### src/rtl/rgb_timing_pkg.sv
package rgb_timing_pkg;

  localparam int REG_ADDR_W = 3;

  localparam logic [REG_ADDR_W-1:0] ADDR_CTRL   = 3'd0;
  localparam logic [REG_ADDR_W-1:0] ADDR_HORIZ  = 3'd1;
  localparam logic [REG_ADDR_W-1:0] ADDR_VERT   = 3'd2;
  localparam logic [REG_ADDR_W-1:0] ADDR_WAIT   = 3'd3;
  localparam logic [REG_ADDR_W-1:0] ADDR_ACTIVE = 3'd4;
  localparam logic [REG_ADDR_W-1:0] ADDR_BASE   = 3'd5;

  localparam int CTRL_W       = 6;
  localparam int BIT_RUN      = 0;
  localparam int BIT_SYNC_EN  = 1;
  localparam int BIT_HS_HIGH  = 2;
  localparam int BIT_VS_HIGH  = 3;
  localparam int BIT_DE_HIGH  = 4;
  localparam int BIT_FALLING  = 5;

  typedef enum logic [1:0] {
    GEN_IDLE  = 2'd0,
    GEN_RUN   = 2'd1,
    GEN_DRAIN = 2'd2
  } genState_e;

  typedef struct packed {
    logic active;
    logic frameStart;
  } genStrobe_t;

endpackage

### src/rtl/rgb_timing_ctrl.sv
module rgb_timing_ctrl
  import rgb_timing_pkg::*;
(
  input  logic       clk,
  input  logic       rstN,
  input  logic       runReq,
  input  logic       syncEn,
  input  logic       frameEnd,
  input  logic       atOrigin,
  output genStrobe_t strb,
  output logic       runStatus
);

  genState_e state, stateNext;

  always_comb begin
    stateNext = state;
    unique case (state)
      GEN_IDLE: begin
        if (runReq && syncEn) stateNext = GEN_RUN;
      end
      GEN_RUN: begin
        if (!runReq) stateNext = frameEnd ? GEN_IDLE : GEN_DRAIN;
      end
      GEN_DRAIN: begin
        if (runReq)        stateNext = GEN_RUN;
        else if (frameEnd) stateNext = GEN_IDLE;
      end
      default: stateNext = GEN_IDLE;
    endcase
  end

  always_ff @(posedge clk or negedge rstN) begin
    if (!rstN) state <= GEN_IDLE;
    else       state <= stateNext;
  end

  always_comb begin
    strb.active     = (state != GEN_IDLE);
    strb.frameStart = (state != GEN_IDLE) && atOrigin;
  end

  assign runStatus = (state != GEN_IDLE);

endmodule

### src/rtl/rgb_timing_dp.sv
module rgb_timing_dp
  import rgb_timing_pkg::*;
#(
  parameter int CNT_W  = 16,
  parameter int DATA_W = 32,
  parameter int BASE_W = 32
) (
  input  logic                  clk,
  input  logic                  rstN,
  input  logic                  wrEn,
  input  logic [REG_ADDR_W-1:0] wrAddr,
  input  logic [DATA_W-1:0]     wrData,
  input  genStrobe_t            strb,
  output logic                  runReq,
  output logic                  syncEn,
  output logic                  frameEnd,
  output logic                  atOrigin,
  output logic                  hsyncOut,
  output logic                  vsyncOut,
  output logic                  deOut,
  output logic                  pixReq,
  output logic                  frameStartOut,
  output logic                  dotClkFalling,
  output logic [BASE_W-1:0]     curBase,
  output logic [CTRL_W-1:0]     ctrlWord,
  output logic [BASE_W-1:0]     nextBaseWord
);

  localparam int HALF   = DATA_W / 2;
  localparam int EXT_W  = CNT_W + 1;
  localparam int N_SYNC = 3;
  localparam logic [EXT_W-1:0] ONE_EXT = EXT_W'(1);

  logic [CTRL_W-1:0] ctrlReg;
  logic [CNT_W-1:0]  hPeriod, hsWidth, vLines, vsWidth;
  logic [CNT_W-1:0]  hWait, vWait, hActive, vActive;
  logic [BASE_W-1:0] nextBase;

  // register write port
  always_ff @(posedge clk or negedge rstN) begin
    if (!rstN) begin
      ctrlReg  <= '0;
      hPeriod  <= '0;
      hsWidth  <= '0;
      vLines   <= '0;
      vsWidth  <= '0;
      hWait    <= '0;
      vWait    <= '0;
      hActive  <= '0;
      vActive  <= '0;
      nextBase <= '0;
    end else if (wrEn) begin
      unique case (wrAddr)
        ADDR_CTRL:   ctrlReg <= wrData[CTRL_W-1:0];
        ADDR_HORIZ: begin
          hPeriod <= wrData[CNT_W-1:0];
          hsWidth <= wrData[HALF +: CNT_W];
        end
        ADDR_VERT: begin
          vLines  <= wrData[CNT_W-1:0];
          vsWidth <= wrData[HALF +: CNT_W];
        end
        ADDR_WAIT: begin
          hWait <= wrData[CNT_W-1:0];
          vWait <= wrData[HALF +: CNT_W];
        end
        ADDR_ACTIVE: begin
          hActive <= wrData[CNT_W-1:0];
          vActive <= wrData[HALF +: CNT_W];
        end
        ADDR_BASE:   nextBase <= wrData[BASE_W-1:0];
        default: ;
      endcase
    end
  end

  // pixel and line counters
  logic [CNT_W-1:0] hCnt, vCnt;
  logic             hWrap, vWrap;

  assign hWrap    = ({1'b0, hCnt} + ONE_EXT) >= {1'b0, hPeriod};
  assign vWrap    = ({1'b0, vCnt} + ONE_EXT) >= {1'b0, vLines};
  assign frameEnd = hWrap && vWrap;
  assign atOrigin = (hCnt == '0) && (vCnt == '0);

  always_ff @(posedge clk or negedge rstN) begin
    if (!rstN) begin
      hCnt <= '0;
      vCnt <= '0;
    end else if (!strb.active) begin
      hCnt <= '0;
      vCnt <= '0;
    end else begin
      hCnt <= hWrap ? '0 : hCnt + 1'b1;
      if (hWrap) vCnt <= vWrap ? '0 : vCnt + 1'b1;
    end
  end

  // window decode
  logic hInWin, vInWin, drive;
  logic [EXT_W-1:0] hWinEnd, vWinEnd;

  assign hWinEnd = {1'b0, hWait} + {1'b0, hActive};
  assign vWinEnd = {1'b0, vWait} + {1'b0, vActive};
  assign hInWin  = (hCnt >= hWait) && ({1'b0, hCnt} < hWinEnd);
  assign vInWin  = (vCnt >= vWait) && ({1'b0, vCnt} < vWinEnd);
  assign drive   = strb.active && ctrlReg[BIT_SYNC_EN];
  assign pixReq  = drive && hInWin && vInWin;

  // polarity-applied output registers: 0 hsync, 1 vsync, 2 data enable
  logic [N_SYNC-1:0] rawAct, polHigh, outReg;

  assign rawAct  = {pixReq, drive && (vCnt < vsWidth), drive && (hCnt < hsWidth)};
  assign polHigh = {ctrlReg[BIT_DE_HIGH], ctrlReg[BIT_VS_HIGH], ctrlReg[BIT_HS_HIGH]};

  generate
    for (genvar i = 0; i < N_SYNC; i++) begin : g_syncOut
      always_ff @(posedge clk or negedge rstN) begin
        if (!rstN) outReg[i] <= 1'b1;
        else       outReg[i] <= rawAct[i] ^ ~polHigh[i];
      end
    end
  endgenerate

  assign hsyncOut = outReg[0];
  assign vsyncOut = outReg[1];
  assign deOut    = outReg[2];

  // frame start pulse and base address swap
  always_ff @(posedge clk or negedge rstN) begin
    if (!rstN) begin
      frameStartOut <= 1'b0;
      curBase       <= '0;
    end else begin
      frameStartOut <= strb.frameStart;
      if (strb.frameStart) curBase <= nextBase;
    end
  end

  assign runReq        = ctrlReg[BIT_RUN];
  assign syncEn        = ctrlReg[BIT_SYNC_EN];
  assign dotClkFalling = ctrlReg[BIT_FALLING];
  assign ctrlWord      = ctrlReg;
  assign nextBaseWord  = nextBase;

endmodule

### src/rtl/rgb_timing_gen.sv
module rgb_timing_gen
  import rgb_timing_pkg::*;
#(
  parameter int CNT_W  = 16,
  parameter int DATA_W = 32,
  parameter int BASE_W = 32
) (
  input  logic                  clk,
  input  logic                  rstN,
  input  logic                  wrEn,
  input  logic [REG_ADDR_W-1:0] wrAddr,
  input  logic [DATA_W-1:0]     wrData,
  output logic                  hsyncOut,
  output logic                  vsyncOut,
  output logic                  deOut,
  output logic                  pixReq,
  output logic                  frameStart,
  output logic                  dotClkFalling,
  output logic                  runStatus,
  output logic [BASE_W-1:0]     curBase
);

  genStrobe_t        strb;
  logic              runReq, syncEn, frameEnd, atOrigin;
  logic [CTRL_W-1:0] ctrlWord;
  logic [BASE_W-1:0] nextBaseWord;

  rgb_timing_ctrl i_ctrl (
    .clk       (clk),
    .rstN      (rstN),
    .runReq    (runReq),
    .syncEn    (syncEn),
    .frameEnd  (frameEnd),
    .atOrigin  (atOrigin),
    .strb      (strb),
    .runStatus (runStatus)
  );

  rgb_timing_dp #(
    .CNT_W  (CNT_W),
    .DATA_W (DATA_W),
    .BASE_W (BASE_W)
  ) i_dp (
    .clk           (clk),
    .rstN          (rstN),
    .wrEn          (wrEn),
    .wrAddr        (wrAddr),
    .wrData        (wrData),
    .strb          (strb),
    .runReq        (runReq),
    .syncEn        (syncEn),
    .frameEnd      (frameEnd),
    .atOrigin      (atOrigin),
    .hsyncOut      (hsyncOut),
    .vsyncOut      (vsyncOut),
    .deOut         (deOut),
    .pixReq        (pixReq),
    .frameStartOut (frameStart),
    .dotClkFalling (dotClkFalling),
    .curBase       (curBase),
    .ctrlWord      (ctrlWord),
    .nextBaseWord  (nextBaseWord)
  );

endmodule

### config.mk
export PLATFORM = sky130hd
export DESIGN_NAME = rgb_timing_gen
export DESIGN_NICKNAME = d
export VERILOG_FILES = /design/src/rtl/rgb_timing_pkg.sv /design/src/rtl/rgb_timing_ctrl.sv /design/src/rtl/rgb_timing_dp.sv /design/src/rtl/rgb_timing_gen.sv
export SDC_FILE = /design/constraint.sdc
export NUM_CORES = 1
export LEC_CHECK = 0
export CAP_MARGIN = 5
export CORE_ASPECT_RATIO = 1.2
export CORE_MARGIN = 10
export CORE_UTILIZATION = 50
export CTS_BUF_LIST = sky130_fd_sc_hd__clkbuf_4
export DETAILED_ROUTE_END_ITERATION = 7
export GPL_ROUTABILITY_DRIVEN = 0
export PLACE_DENSITY = 0.69
export SETUP_SLACK_MARGIN = 0.05
export SLEW_MARGIN = 15
export SYNTH_ARGS = -nofsm -noshare
export SYNTH_HDL_FRONTEND = slang
export SYNTH_SLANG_ARGS = --single-unit
### constraint.sdc
create_clock -name clk -period 3.52 [get_ports clk]
set_input_delay 0.352 -clock clk [delete_from_list [all_inputs] [get_ports clk]]
set_output_delay 0.352 -clock clk [all_outputs]
set_load 0.05 [all_outputs]
# Yosys cells after proc, flatten, opt, wreduce, memory -nomap -nowiden
# Index checks and enable logic that the tools add are counted.
[word_totals]
ff_bits = 236
latchBits = 0
ramBits = 0
mem_bits_ro = 0
inputBits = 38
output_inout_bits = 39
elab_cells = 83
memories = 0
[op_classes]
add_sub_neg = 6
multipliers = 0
n_div = 0
order_cmp = 8
n_eq_ne = 11
n_shift = 0
mux = 11
bitwise_logic = 6
n_reduce_logical = 23
[op_table]
columns = ["operator", "n"]
rows = [
  ["16-bit 2-to-1 mux", 5],
  ["16-bit by 1-bit adder with 17-bit output, second input constant", 2],
  ["16-bit by 16-bit adder with 17-bit output", 2],
  ["17-bit by 16-bit >= comparator with 1-bit output", 2],
  ["16-bit by 17-bit < comparator with 1-bit output", 2],
  ["16-bit by 1-bit adder with 16-bit output, second input constant", 2],
  ["16-bit >= comparator", 2],
  ["16-bit zero test", 2],
  ["16-bit < comparator", 2],
  ["2-bit AND reduction", 6],
  ["1-bit logical AND", 11],
  ["2-bit 2-to-1 mux", 5],
  ["3-bit by 2-bit equality test with 1-bit output, second input constant", 2],
  ["3-bit equality test, second input constant", 2],
  ["2-bit one-hot mux with 3 select lines", 1],
  ["2-bit by 1-bit inequality test with 1-bit output, second input constant", 2],
  ["3-bit by 1-bit equality test with 1-bit output, second input constant", 1],
  ["3-bit zero test", 1],
  ["3-bit by 1-bit inequality test with 1-bit output, second input constant", 1],
  ["1-bit inverter", 3],
  ["3-bit AND reduction", 1],
  ["1-bit XOR", 3],
  ["2-bit by 1-bit equality test with 1-bit output, second input constant", 1],
  ["2-bit equality test, second input constant", 1],
  ["3 further kinds", 3],
]

# Depth between registers and ports, before layout
[logic_depth]
depth_word = 6
mapped_depth = 17
ltp_nobuf = 17

# Cells and area by module
# Synthesis repeated with hierarchy kept, for this count alone.
[hier_totals]
hier_cells = 1266
hier_area_um2 = 13599.3
[modules_own_cells]
columns = ["mod", "instances", "cells_per_inst", "area_each_um2", "seq_area_each_um2"]
rows = [
  ["rgb_timing_dp", 1, 1257, 13497.9, 5859.4],
  ["rgb_timing_ctrl", 1, 9, 101.3, 50.0],
]

# Worst setup path after synthesis
# Ideal clock, no wire load.
[synth_path]
kind = "reg-to-output"
from = "register i_dp.vWait[0]"
to = "output port pixReq"
t_arrival_ps = 3925
required_time_ps = 3168
path_slack_ps = -757
stages_incl_launch_ff = 16
path_buffers = 0
cell_sequence = "dfrtp_1 > ha_1 > fa_1 > a211oi_1 > o21ai_0 > a41oi_1 > o21bai_1 > a21oi_1 > o21bai_1 > a21oi_1 > xor2_1 > ha_1 > o211a_1 > a221o_1 > o311a_1 > a211oi_2"
[synth_via]
elab_chain_len = 4
elab_cells_between_ends = 5
classes_between = "1 x add/sub; 2 x order compare; 2 x reduce/logical"
[synth_lines]
columns = ["item", "line", "text"]
rows = [
  ["start: declaration", "rgb_timing_dp.sv:36", "logic [CNT_W-1:0] hWait, vWait, hActive, vActive;"],
  ["start signal: assignment", "rgb_timing_dp.sv:65", "vWait <= wrData[HALF +: CNT_W];"],
  ["16-bit by 16-bit adder with 17-bit output", "rgb_timing_dp.sv:104", "assign vWinEnd = {1'b0, vWait} + {1'b0, vActive};"],
  ["16-bit by 17-bit < comparator with 1-bit output", "rgb_timing_dp.sv:106", "assign vInWin = (vCnt >= vWait) && ({1'b0, vCnt} < vWinEnd);"],
  ["1-bit logical AND *", "rgb_timing_dp.sv:106", ""],
  ["1-bit logical AND *", "rgb_timing_dp.sv:108", "assign pixReq = drive && hInWin && vInWin;"],
  ["end: declaration", "rgb_timing_gen.sv:16", "output logic pixReq,"],
]
# Every way passes the cells marked *; elsewhere a longest branch is shown, timed or not.

# Final worst setup path
[layout_path]
from = "register i_dp.vActive[0]"
to = "output port pixReq"
[layout_via]
elab_chain_len = 4
[layout_lines]
columns = ["item", "line", "text"]
rows = [
  ["start: declaration", "rgb_timing_dp.sv:36", ""],
  ["start signal: assignment", "rgb_timing_dp.sv:69", "vActive <= wrData[HALF +: CNT_W];"],
  ["16-bit by 16-bit adder with 17-bit output", "rgb_timing_dp.sv:104", ""],
  ["16-bit by 17-bit < comparator with 1-bit output", "rgb_timing_dp.sv:106", ""],
  ["1-bit logical AND", "rgb_timing_dp.sv:106", ""],
  ["1-bit logical AND", "rgb_timing_dp.sv:108", ""],
]
# No other way between the ends.

==> impl_metrics.py <==
metrics = {
    "timing": {
        "hold_viol_final": 0,
        "tightest_slew_ns": 0.781,
        "fmax_mhz": 210,
        "finalCritPeriodShare_pct": 135,
        "post-route-min-period_ns": 4.75,
        "setup_slack_ns": -1.23,
        "rsz0062_at_grt": "yes",
        "drv_slew": 0,
        "setup_viol": 2,
        "slew_headroom_pct": 48.0,
        "skew_ns": 0.0491,
        "timing.hold.ws_ns": 0.253,
        "tns_ns": -1.57,
    },
    "power": {
        "powerDensity_nw_per_um2": 668,
        "power_frac_clock_pct": 21.8,
        "combPwrFrac_pct": 43.9,
        "power_frac_seq_pct": 34.3,
        "irDropWorstVdd_uv": 464,
        "total_power_w": 0.0108,
        "p_int_w": 0.00667,
        "leakage_nw": 7.91,
        "p_switching_w": 0.00410,
        "switching_share_pct": 38.1,
    },
    "yosys": {
        "ys_seq_area_share_pct": 44.0,
        "synthesis.nets": 1455,
        "synth_area_sq_um": 13400,
        "ys_top_cells_by_area": "dfrtp_1 43%, ha_1 15%, mux2_2 12%",
        "synth.most_common_cell": "dfrtp_1",
        "ys_ff_latch": 236,
        "ys.flop_type": "dfrtp_1",
        "synth_cell_types": 61,
        "synth_top_area_share_pct": 43.4,
        "yosysTopAreaCell": "dfrtp_1",
        "synthTopCellsByCount": "233 x dfrtp_1, 160 x ha_1, 138 x mux2_2",
        "async_reset_ff_share_pct": 100,
        "synth_edf_count": 0,
        "synth_area_per_cell_sq_um": 10.7,
        "ys_warn_count": 0,
        "synthCells": 1255,
    },
    "clock_tree": {
        "root_buffer": "clkbuf_4",
        "clk_pin_slew_ns": 0.06,
        "worstSkewPairLatency_ns": 0.72,
        "clock_sinks": 236,
        "cts_made_buffers": 61,
        "cts_buffer_depth": 3,
        "cts_tree": "done",
        "h-tree-depth": 2,
    },
    "worst_setup_path": {
        "rr_startpoint": "i_dp.vActive[0]",
        "required_ns": 3.17,
        "critPathCaptureType": "output pin",
        "r2r_slack_ns": -0.34,
        "start_kind": "register",
        "worstPathArrival_ns": 4.40,
        "ff2ff_path_depth": 17,
        "r2r-end": "i_dp.deOut",
        "criticalPathCategory": "register to output pin",
        "cp_max_fo": 3,
    },
    "final_layout": {
        "area_delta_synth_final_pct": 20.0,
        "fin_util_pct": 61.1,
        "drive_gt1_share_pct": 24.3,
        "final_cells": 1837,
        "layout.nets": 1653,
        "multi_input_area_sq_um": 7100,
        "fillers": 2226,
        "regArea_sq_um": 5910,
    },
    "routing": {
        "drt_iter0_drc": 507,
        "drc": 0,
        "avgRoutedWirePerCell_microns": 18.4,
        "routed_wirelength_mm": 33.9,
        "ant_nets": 0,
        "viasPerCell": 5.46,
        "dr.pass1.iters": 6,
        "vias": 10000,
    },
    "min_path": {
        "hold_path.class": "primary input to asynchronous set/reset pin",
    },
    "floorplan": {
        "io_pins": 77,
        "core_area_sq_um": 26400,
        "start_util_pct": 50.9,
        "design.die.area_sq_um": 33800,
        "rows": 65,
        "die_x_microns": 170,
        "die_h_microns": 199,
    },
    "outcome": {
        "violations": "setup timing",
        "status": "finished, violations left",
    },
    "global_routing": {
        "antenna_found_initial": 1,
        "grt_use_total_pct": 20.6,
        "grt_max_degree": 100,
        "first_global_vias": 10600,
        "grt_pass1_wl_mm": 55.6,
        "grt-ovfl-total": 0,
    },
    "run": {
        "maxCapViolations": 0,
    },
    "placed_design": {
        "io_buffers": 76,
        "hpwlAfterDp_mm": 25.1,
        "dp_cells": 1722,
    },
}
-- cells by family after synthesis --
logic type               count (synthesis)  share of synthesized area (%)
buffers and inverters                  141                           3.94
AND/OR/NAND/NOR                        276                           9.85
XOR/XNOR                                59                           3.85
AO/OA/AOI/OAI                          242                           11.5
flip-flops                             236                           44.0
adder cells (fa/ha/maj)                162                           15.2
multiplexers                           139                           11.7
-- critical path, cell delays in order, from the launching register on --
cell      delay [ns]
dfrtp_1         0.38
ha_2            0.21
fa_2            0.38
a211oi_4        0.26
o21ai_1         0.13
a41oi_2         0.20
o21bai_1        0.10
a21oi_2         0.18
o21bai_1        0.11
a21oi_2         0.17
xor2_1          0.17
ha_1            0.25
o211a_1         0.11
a221o_1         0.34
o311a_1         0.18
a211oi_4        0.38
buf_12          0.19
-- cells in the final DEF (no fill, tap or decap), types with 7 or more instances in the layout --
cell / n
and3_1: 13
nor4_1: 7
buf_4: 87
nand2_1: 101
clkinv_1: 12
o21ai_0: 92
and2_1: 16
nand2b_1: 10
inv_1: 110
a21oi_1: 48
a21o_1: 26
xor2_1: 29
o21bai_1: 7
nor2_1: 45
clkdlybuf4s50_1: 74
xnor2_1: 29
clkbuf_4: 94
mux2_2: 138
nand3_1: 33
dfrtp_1: 233
ha_1: 158
nand4_1: 12
nor3_1: 15
a32o_1: 8
-- worst max-delay path by stage --
stage / slack [ns] / end / start
floorplan: -0.32 / pixReq / i_dp.vWait[0]
global placement: -0.48 / pixReq / i_dp.hActive[0]
detailed placement: -0.65 / pixReq / i_dp.hActive[0]
CTS: -1.27 / pixReq / i_dp.hActive[0]
global route: -1.43 / pixReq / i_dp.hActive[0]
finish: -1.23 / pixReq / i_dp.vActive[0]
-- per-stage QoR --
step	setup slack (ns)	area [sq um]
detailed placement	-0.652	15200
finish	-1.23	16100
CTS	-1.27	16100
global route	-1.43	16100
global placement	-0.480	15200
floorplan	-0.320	13500
-- area by class of cell --
| class | instances | share of cell area, % |
|---|---|---|
| Antenna cell | 1 | 0.0155 |
| Tap cell | 335 | 2.60 |
| Sequential cell | 236 | 36.7 |
| Clock buffer | 94 | 4.38 |
| Multi-Input combinational cell | 878 | 44.1 |
| Timing Repair Buffer | 166 | 9.18 |
| Clock inverter | 17 | 0.497 |
| Inverter | 110 | 2.56 |
-- state kept, by name (all words and copies together), names as in the netlist --
register / cells
i_dp.nextBaseWord: 32
i_dp.hsWidth: 16
i_dp.ctrlWord: 6
i_dp.hsyncOut: 1
i_dp.vWait: 16
i_dp.frameStartOut: 1
i_dp.deOut: 1
i_dp.hPeriod: 16
i_dp.vLines: 16
i_dp.vActive: 16
i_dp.hActive: 16
i_dp.vCnt: 16
i_dp.vsWidth: 16
i_dp.vsyncOut: 1
i_dp.curBase: 32
i_ctrl.state: 2
i_dp.hCnt: 16
i_dp.hWait: 16
-- layer usage --
metal	global-route usage, %	share of wire [%]	up-vias
met5	0	0	-
met4	8.42	3.4	0
met3	4.44	5.1	74
met2	35.6	50	223
met1	24.2	42	4846
li1	-	-	4887
-- repair_timing --
item | in CTS | in global routing
pin swaps | 9 | 3
setup endpoints to repair | 2 | 10
hold buffers | 1 | 0
setup buffers | 1 | 1
endpoints found under the hold margin | 94 | 0
gates resized for setup | 8 | 3
-- power by group through the flow --
stage	Sequential [W]	Clock [W]	Combinational, W
after floorplan	0.00441	0	0.00241
after global placement	0.00372	0	0.00460
after detailed placement	0.00374	0	0.00470
after CTS	0.00370	0.00243	0.00476
after global routing	0.00377	0.00258	0.00521
final	0.00369	0.00235	0.00473
Note: power is estimated with default switching activity, not from simulation.
